### config.mk
export PLATFORM = sky130hd
export DESIGN_NAME = bidir_lane_xcvr
export DESIGN_NICKNAME = d
export VERILOG_FILES = /design/src/rtl/bidir_lane_xcvr_pkg.sv /design/src/rtl/xcvr_rx_gate.sv /design/src/rtl/xcvr_stage.sv /design/src/rtl/bidir_lane_xcvr.sv
export SDC_FILE = /design/constraint.sdc
export NUM_CORES = 1
export LEC_CHECK = 0
export CORE_MARGIN = 3
export CORE_UTILIZATION = 67
export DETAILED_ROUTE_END_ITERATION = 8
export DONT_BUFFER_PORTS = 1
export HOLD_SLACK_MARGIN = 0.05
export PLACE_DENSITY = 0.83
export SLEW_MARGIN = 25
export SYNTH_ARGS = -nofsm -noshare
export SYNTH_HDL_FRONTEND = slang
export SYNTH_SLANG_ARGS = --single-unit
### constraint.sdc
create_clock -name clk_i -period 3.1 [get_ports clk_i]
set_input_delay 0.31 -clock clk_i [delete_from_list [all_inputs] [get_ports clk_i]]
set_output_delay 0.31 -clock clk_i [all_outputs]
set_load 0.1 [all_outputs]
### src/rtl/bidir_lane_xcvr_pkg.sv
package bidir_lane_xcvr_pkg;
  typedef enum logic [1:0] {
    MODE_BUF  = 2'b00,
    MODE_REG  = 2'b01,
    MODE_LAT  = 2'b10,
    MODE_LOOP = 2'b11
  } xcvr_mode_e;
endpackage

### src/rtl/xcvr_rx_gate.sv
module xcvr_rx_gate #(
  parameter int unsigned LANES = 8
) (
  input  logic             rx_off_i,
  input  logic [LANES-1:0] bus_data_i,
  input  logic [LANES-1:0] bus_valid_i,
  output logic [LANES-1:0] rx_data_o
);
  // undriven lane resolves low; disabled receiver resolves low
  for (genvar i = 0; i < LANES; i++) begin : g_lane
    assign rx_data_o[i] = !rx_off_i && bus_valid_i[i] && bus_data_i[i];
  end
endmodule

### src/rtl/xcvr_stage.sv
module xcvr_stage
  import bidir_lane_xcvr_pkg::*;
#(
  parameter int unsigned LANES = 8
) (
  input  logic             clk_i,
  input  logic             rst_ni,
  input  xcvr_mode_e       mode_i,
  input  logic             le_i,
  input  logic [LANES-1:0] d_i,
  output logic [LANES-1:0] q_o,
  output logic [LANES-1:0] held_o
);
  logic             le_q;
  logic [LANES-1:0] store_q;
  logic             load;

  always_comb begin
    unique case (mode_i)
      MODE_BUF: load = 1'b0;
      MODE_REG: load = le_i && !le_q;
      default:  load = le_i;         // latch and loop codes
    endcase
  end

  always_ff @(posedge clk_i or negedge rst_ni) begin
    if (!rst_ni) begin
      le_q    <= 1'b0;
      store_q <= '0;
    end else begin
      le_q <= le_i;
      if (load) store_q <= d_i;
    end
  end

  always_comb begin
    unique case (mode_i)
      MODE_BUF: q_o = d_i;
      MODE_REG: q_o = store_q;
      default:  q_o = le_i ? d_i : store_q;
    endcase
  end

  assign held_o = store_q;


  reg_hold_chk: assert property (@(posedge clk_i) disable iff (!rst_ni)
    (mode_i == MODE_REG && !(le_i && !le_q)) |=> (mode_i != MODE_REG || $stable(q_o)));


  lat_hold_chk: assert property (@(posedge clk_i) disable iff (!rst_ni)
    (mode_i[1] && le_i) |=> (!mode_i[1] || le_i || q_o == $past(d_i)));
endmodule

### src/rtl/bidir_lane_xcvr.sv
module bidir_lane_xcvr
  import bidir_lane_xcvr_pkg::*;
#(
  parameter int unsigned LANES = 8
) (
  input  logic             clk_i,
  input  logic             rst_ni,
  input  logic [1:0]       ab_mode_i,
  input  logic [1:0]       ba_mode_i,
  input  logic             ab_le_i,
  input  logic             ba_le_i,
  input  logic             a_oe_i,
  input  logic             b_oe_i,
  input  logic             rx_off_i,
  input  logic             loop_i,
  input  logic [LANES-1:0] a_data_i,
  output logic [LANES-1:0] a_data_o,
  output logic             a_drive_o,
  input  logic [LANES-1:0] bus_data_i,
  input  logic [LANES-1:0] bus_valid_i,
  output logic [LANES-1:0] bus_data_o,
  output logic             bus_drive_o
);
  xcvr_mode_e       ab_mode, ba_mode;
  logic             bus_loop;
  logic [LANES-1:0] rx_data;
  logic [LANES-1:0] ab_d, ab_q, ab_held;
  logic [LANES-1:0] ba_d, ba_q, ba_held;

  assign ab_mode  = xcvr_mode_e'(ab_mode_i);
  assign ba_mode  = xcvr_mode_e'(ba_mode_i);
  assign bus_loop = (ab_mode == MODE_LOOP) && (ba_mode == MODE_LOOP);

  xcvr_rx_gate #(.LANES(LANES)) u_rx (
    .rx_off_i   (rx_off_i),
    .bus_data_i (bus_data_i),
    .bus_valid_i(bus_valid_i),
    .rx_data_o  (rx_data)
  );

  // bus loopback: rebuild the B-to-A latch output from its store, no comb cycle
  assign ab_d = bus_loop ? (ba_le_i ? rx_data : ba_held) : a_data_i;
  assign ba_d = (loop_i && !bus_loop) ? ab_q : rx_data;

  xcvr_stage #(.LANES(LANES)) u_ab (
    .clk_i (clk_i),
    .rst_ni(rst_ni),
    .mode_i(ab_mode),
    .le_i  (ab_le_i),
    .d_i   (ab_d),
    .q_o   (ab_q),
    .held_o(ab_held)
  );

  xcvr_stage #(.LANES(LANES)) u_ba (
    .clk_i (clk_i),
    .rst_ni(rst_ni),
    .mode_i(ba_mode),
    .le_i  (ba_le_i),
    .d_i   (ba_d),
    .q_o   (ba_q),
    .held_o(ba_held)
  );

  assign a_data_o    = a_oe_i ? ba_q : '0;
  assign a_drive_o   = a_oe_i;
  assign bus_data_o  = b_oe_i ? ab_q : '0;
  assign bus_drive_o = b_oe_i;


  a_loop_chk: assert property (@(posedge clk_i) disable iff (!rst_ni)
    (loop_i && ab_mode == MODE_BUF && ba_mode == MODE_BUF) |-> ba_q == a_data_i);


  rx_off_chk: assert property (@(posedge clk_i) disable iff (!rst_ni)
    (rx_off_i && !loop_i && ba_mode == MODE_BUF) |-> ba_q == '0);


  fail_safe_chk: assert property (@(posedge clk_i) disable iff (!rst_ni)
    (!loop_i && ba_mode == MODE_BUF) |-> (ba_q & ~bus_valid_i) == '0);


  bus_loop_chk: assert property (@(posedge clk_i) disable iff (!rst_ni)
    (bus_loop && ab_le_i) |-> ab_q == ba_q);
endmodule

Yosys cells after proc, flatten, opt, wreduce, memory -nomap -nowiden. Index checks and enable logic that the tools add are counted.

Flip-flop bits (word level): 18. Input bits: 36.

Eq/ne operators: 4. Muxes and demuxes: 11. Reductions and logical operators: 26.

Operators by type and width (count): 2-to-1 mux 8 bit (7); case mux 8 bit (2 select lines) (2); logical AND 1 bit (20); equality test 2 x 1 -> 1 bit, second input constant (2); equality test 2 bit, second input constant (2); logical NOT 1 bit (4); logical NOT 2 bit (2); case mux 1 bit (2 select lines) (2).

Longest topological paths before layout.
Word-level depth: 11. Depth in mapped cells: 6.

Cells and area by module. Synthesis repeated with hierarchy kept, for this count alone.

Cell total of the unflattened synthesis: 120. Area total of the unflattened synthesis: 1383.8 um^2.

By module, submodules not included: xcvr_stage (times used 2, cells an instance 29, area an instance 455.4 um^2); bidir_lane_xcvr (times used 1, cells an instance 54, area an instance 402.9 um^2); xcvr_rx_gate (times used 1, cells an instance 8, area an instance 70.1 um^2).

Worst setup path before layout. Ideal clock, no wire load.

Kind: input-to-output. Start: in ab_le_i. End: out bus_data_o[7]. Arrival time: 3.224 ns. Required time: 2.790 ns. Path slack: -0.434 ns. Stages: 5. Buffers on the path: 1. Cells stage by stage: nand2b_1 > and2_1 > buf_2 > nand2_2 > o31ai_1.

Cells in the longest elaborated chain, start to end: 3.

RTL lines: start, declared (line bidir_lane_xcvr.sv:10) `input logic ab_le_i,`; 2-to-1 mux 8 bit (line xcvr_stage.sv:40) `default: q_o = le_i ? d_i : store_q;`; case mux 8 bit (2 select lines) (line xcvr_stage.sv:37) `unique case (mode_i)`; 2-to-1 mux 8 bit (line bidir_lane_xcvr.sv:67) `assign bus_data_o = b_oe_i ? ab_q : '0;`; end, declared (line bidir_lane_xcvr.sv:21) `output logic [LANES-1:0] bus_data_o,`.

Every way passes these cells.

Worst setup path in the final report. Ends and elaborated chain as after synthesis.

==> key figures <==
Run status
  – Status: complete, no violations

Critical path
  – Critical Path Fanout Max: 8
  – R2R cell count: 4
  – Crit. End Element: output port
  – Worst EP required: around 2.8 ns
  – Reg2reg setup slack: roughly 1.6 ns
  – Worst setup startpoint: ab_le_i
  – Arrival time worst endpoint: approximately 1.9 ns
  – FF-to-FF Start: u_ba.le_q
  – Worst setup path endpoint: bus_data_o[7]
  – R2r endpoint: u_ba.held_o[7]
  – Worst setup SP type: primary input
  – Crit Path Class: primary input to output port

Synth
  – Synthesized area per cell: 8.01 um2
  – Post-synth EDFFs: 0
  – Top cell type's share of synthesized area: 33.3%
  – Commonest cells in the netlist: 30 x nand2_1, 21 x o21ai_0, 18 x dfrtp_1
  – Yosys warnings: 0
  – Syn nets: 205
  – Top_reg_cell synth: dfrtp_1
  – Synth area leader: dfrtp_1
  – Distinct cell type count after synthesis: 36
  – Area contributors post-synth: dfrtp_1 33%, nand2_1 8.3%, o21ai_0 7.8%
  – Top-count cell post-synth: nand2_1
  – Synth Cell Area: 0.00135 mm2
  – Cells after Synth: ~170
  – Async set-reset flop share out of synthesis: 100%
  – Seq/Total Area, Yosys: 33.3%
  – #FFs+latches synth: 18

Clock network
  – CTS tree: built
  – Root Buffer: clkbuf_4
  – Num CTS Buffers: 3
  – Clock Pin Slew Worst Setup and Hold Paths: 0.10 ns
  – H-tree levels: 1
  – Worst-Skew Late Latency: about 0.31 ns
  – Longest Clk Path Bufs: 2
  – TritonCTS Sinks: 18

GRT
  – Largest net degree at the start of global routing: 19
  – Initial antenna violation count: 0
  – Grt peak-use layer: met2
  – Total global-route track usage: 31.2%
  – First-pass GRT wire length: 6020 um
  – GR met2 Demand/Resource: 54.1%
  – M3 GR Usage: 7.58%
  – Met1 Usage GRT: a little under two fifths
  – GRT overflow: 0
  – Vias in the first global route: 1289

Power
  – VDD IR-drop max: 0.359 mV
  – Logic pwr share: 43.5%
  – Clk pwr share: 19.1%
  – Cell Int Power: 0.000428 W
  – Switching share of power: approximately 45%
  – Sequential power share: between 30% and 40%
  – Pwr dens: 486 mW/mm2
  – Total power: 0.000784 W
  – P_sw: 0.000356 W
  – Leak: 0.633 nW

STA
  – Crit path time final: 2.17 ns
  – Final setup violation count: 0
  – Setup tns final: 0 ns
  – Worst Clk Skew: 0.00425 ns
  – Worst Tran Pin Value: 0.964 ns
  – RSZ-0062 raised after global routing: false
  – Crit share post-route: 70.0%
  – Peak Freq: approximately 460 MHz
  – Fin. Hold Viols: 0
  – Worst slew margin: 35.3%
  – Final Max Slew Viols: 0

Place
  – Gpl congestion: 0.915
  – DP HPWL: 2900 um
  – DP Cell Count: 199
  – PortBufs: 0

Layout
  – Antenna Cells: 0
  – Final #Nets: between 200 and 250
  – Non-filler cells, final: just over 200
  – Area Overhead vs Synth: 19.1%
  – Layout cells sized above 1: 27.1%
  – Fill cells: 100

Drt
  – Drt total wl: 3840 um
  – Antenna-violating nets left: 0
  – Avg WL per Cell: 18.6 um
  – Drt first pass iters: 4
  – Via count: between 1000 and 1500
  – Residual DRC: 0
  – Detailed Route Iter0 Violations: 56
  – Vias per inst: 6.68

Die
  – Row count: 15
  – Io pins: 54
  – Core ar.: 0.00182 mm2
  – Die ar.: 0.00260 mm2
  – Initial Util: about three quarters
  – Chip Width: between 50 and 60 um
  – Die Height: 51.0 um

Min path
  – Hold crit path type: primary input to flip-flop

Flow run
  – Max-cap violation count: 0
[worst max-delay path: stages]
cell,delay [ns]
nand2b_1,0.24
and2_1,0.42
nand2_2,0.27
o31ai_4,0.30
buf_4,0.32
[stage by stage]
| step | utilization [%] | instance area [um2] | setup WS [ns] | hold WS, ns |
|---|---|---|---|---|
| 2_1_floorplan | - | 1360 | 0.187 | 0.0144 |
| 4_1_cts | 88.6 | 1610 | 0.946 | 0.213 |
| 5_1_grt | 88.6 | 1610 | 0.845 | 0.230 |
| 3_5_place_dp | 84.9 | 1550 | 0.956 | 0.0148 |
| 6_report | 88.6 | 1610 | 0.931 | 0.219 |
| 3_3_place_gp | 84.9 | 1550 | 1.02 | 0.0148 |
[kinds of logic after synthesis]
| family | share of synthesized area, % |
|---|---|
| simple gates | 18.6 |
| compound gates | 40.2 |
| flops | 33.3 |
| mux | 0.739 |
| buf+inv | 7.21 |
[routing by layer]
| layer | vias to the layer above | part of all wire, % |
|---|---|---|
| met1 | 644 | 40 |
| met4 | 0 | 2.1 |
| met2 | 74 | 50 |
| met5 | - | 0 |
| met3 | 10 | 7.6 |
| li1 | 649 | - |
[sequential cells by signal (all words and copies together) (netlist names)]
register and cells:
u_ab.held_o 8, u_ba.le_q 1, u_ba.held_o 8, u_ab.le_q 1
[cell type report]
type | instances | area, um2 | share of cell area [%]
multi-input combinational | 130 | 903 | 56.0
tap | 25 | 31.3 | 1.94
timing repair buffer | 20 | 158 | 9.77
sequential | 18 | 450 | 27.9
clock buffer | 4 | 36.3 | 2.25
inverter | 9 | 33.8 | 2.09
[power by group through the flow]
stage               registers (W)  clock network (W)  logic (W)
floorplan                0.000289                  0   0.000278
global placement         0.000294                  0   0.000321
detailed placement       0.000297                  0   0.000329
CTS                      0.000293           0.000154   0.000339
global route             0.000297           0.000163   0.000359
finish                   0.000293           0.000150   0.000341
[worst min-delay path by stage]
| stage | from | endpoint | slack [ns] | cells after the start |
|---|---|---|---|---|
| 5_1_grt | a_data_i[1] | u_ba.held_o[1] | 0.23 | 2 |
| 6_report | a_data_i[0] | u_ba.held_o[0] | 0.22 | 2 |
| 4_1_cts | a_data_i[0] | u_ba.held_o[0] | 0.21 | 2 |
| 2_1_floorplan | rst_ni | u_ab.held_o[0] | 0.01 | 0 |
| 3_5_place_dp | rst_ni | u_ba.held_o[7] | 0.01 | 0 |
| 3_3_place_gp | rst_ni | u_ba.held_o[7] | 0.01 | 0 |
[cells in the final DEF, fill, tap and decap left out, types with 2 or more instances in the layout]
cell type / n
a211oi_1: 6
a21boi_0: 2
a21oi_1: 3
a21oi_2: 6
a221oi_2: 6
and3_1: 2
buf_4: 17
clkbuf_4: 3
dfrtp_1: 18
dlygate4sd3_1: 3
inv_1: 9
nand2_1: 30
nand2b_1: 4
nand3b_1: 2
nor2_1: 6
nor2b_1: 2
o21ai_0: 21
o21ai_1: 8
o221ai_1: 6
o22ai_2: 6
o31ai_1: 3
o31ai_4: 2
[repair_timing]
| item | 4_1_cts | 5_1_grt |
|---|---|---|
| gates resized for setup | 0 | 0 |
| hold endpoints to repair | 20 | 0 |
| buffers inserted | 0 | 0 |
| hold buffers | 3 | 0 |
No activity file was read; power rests on OpenSTA's default activity.
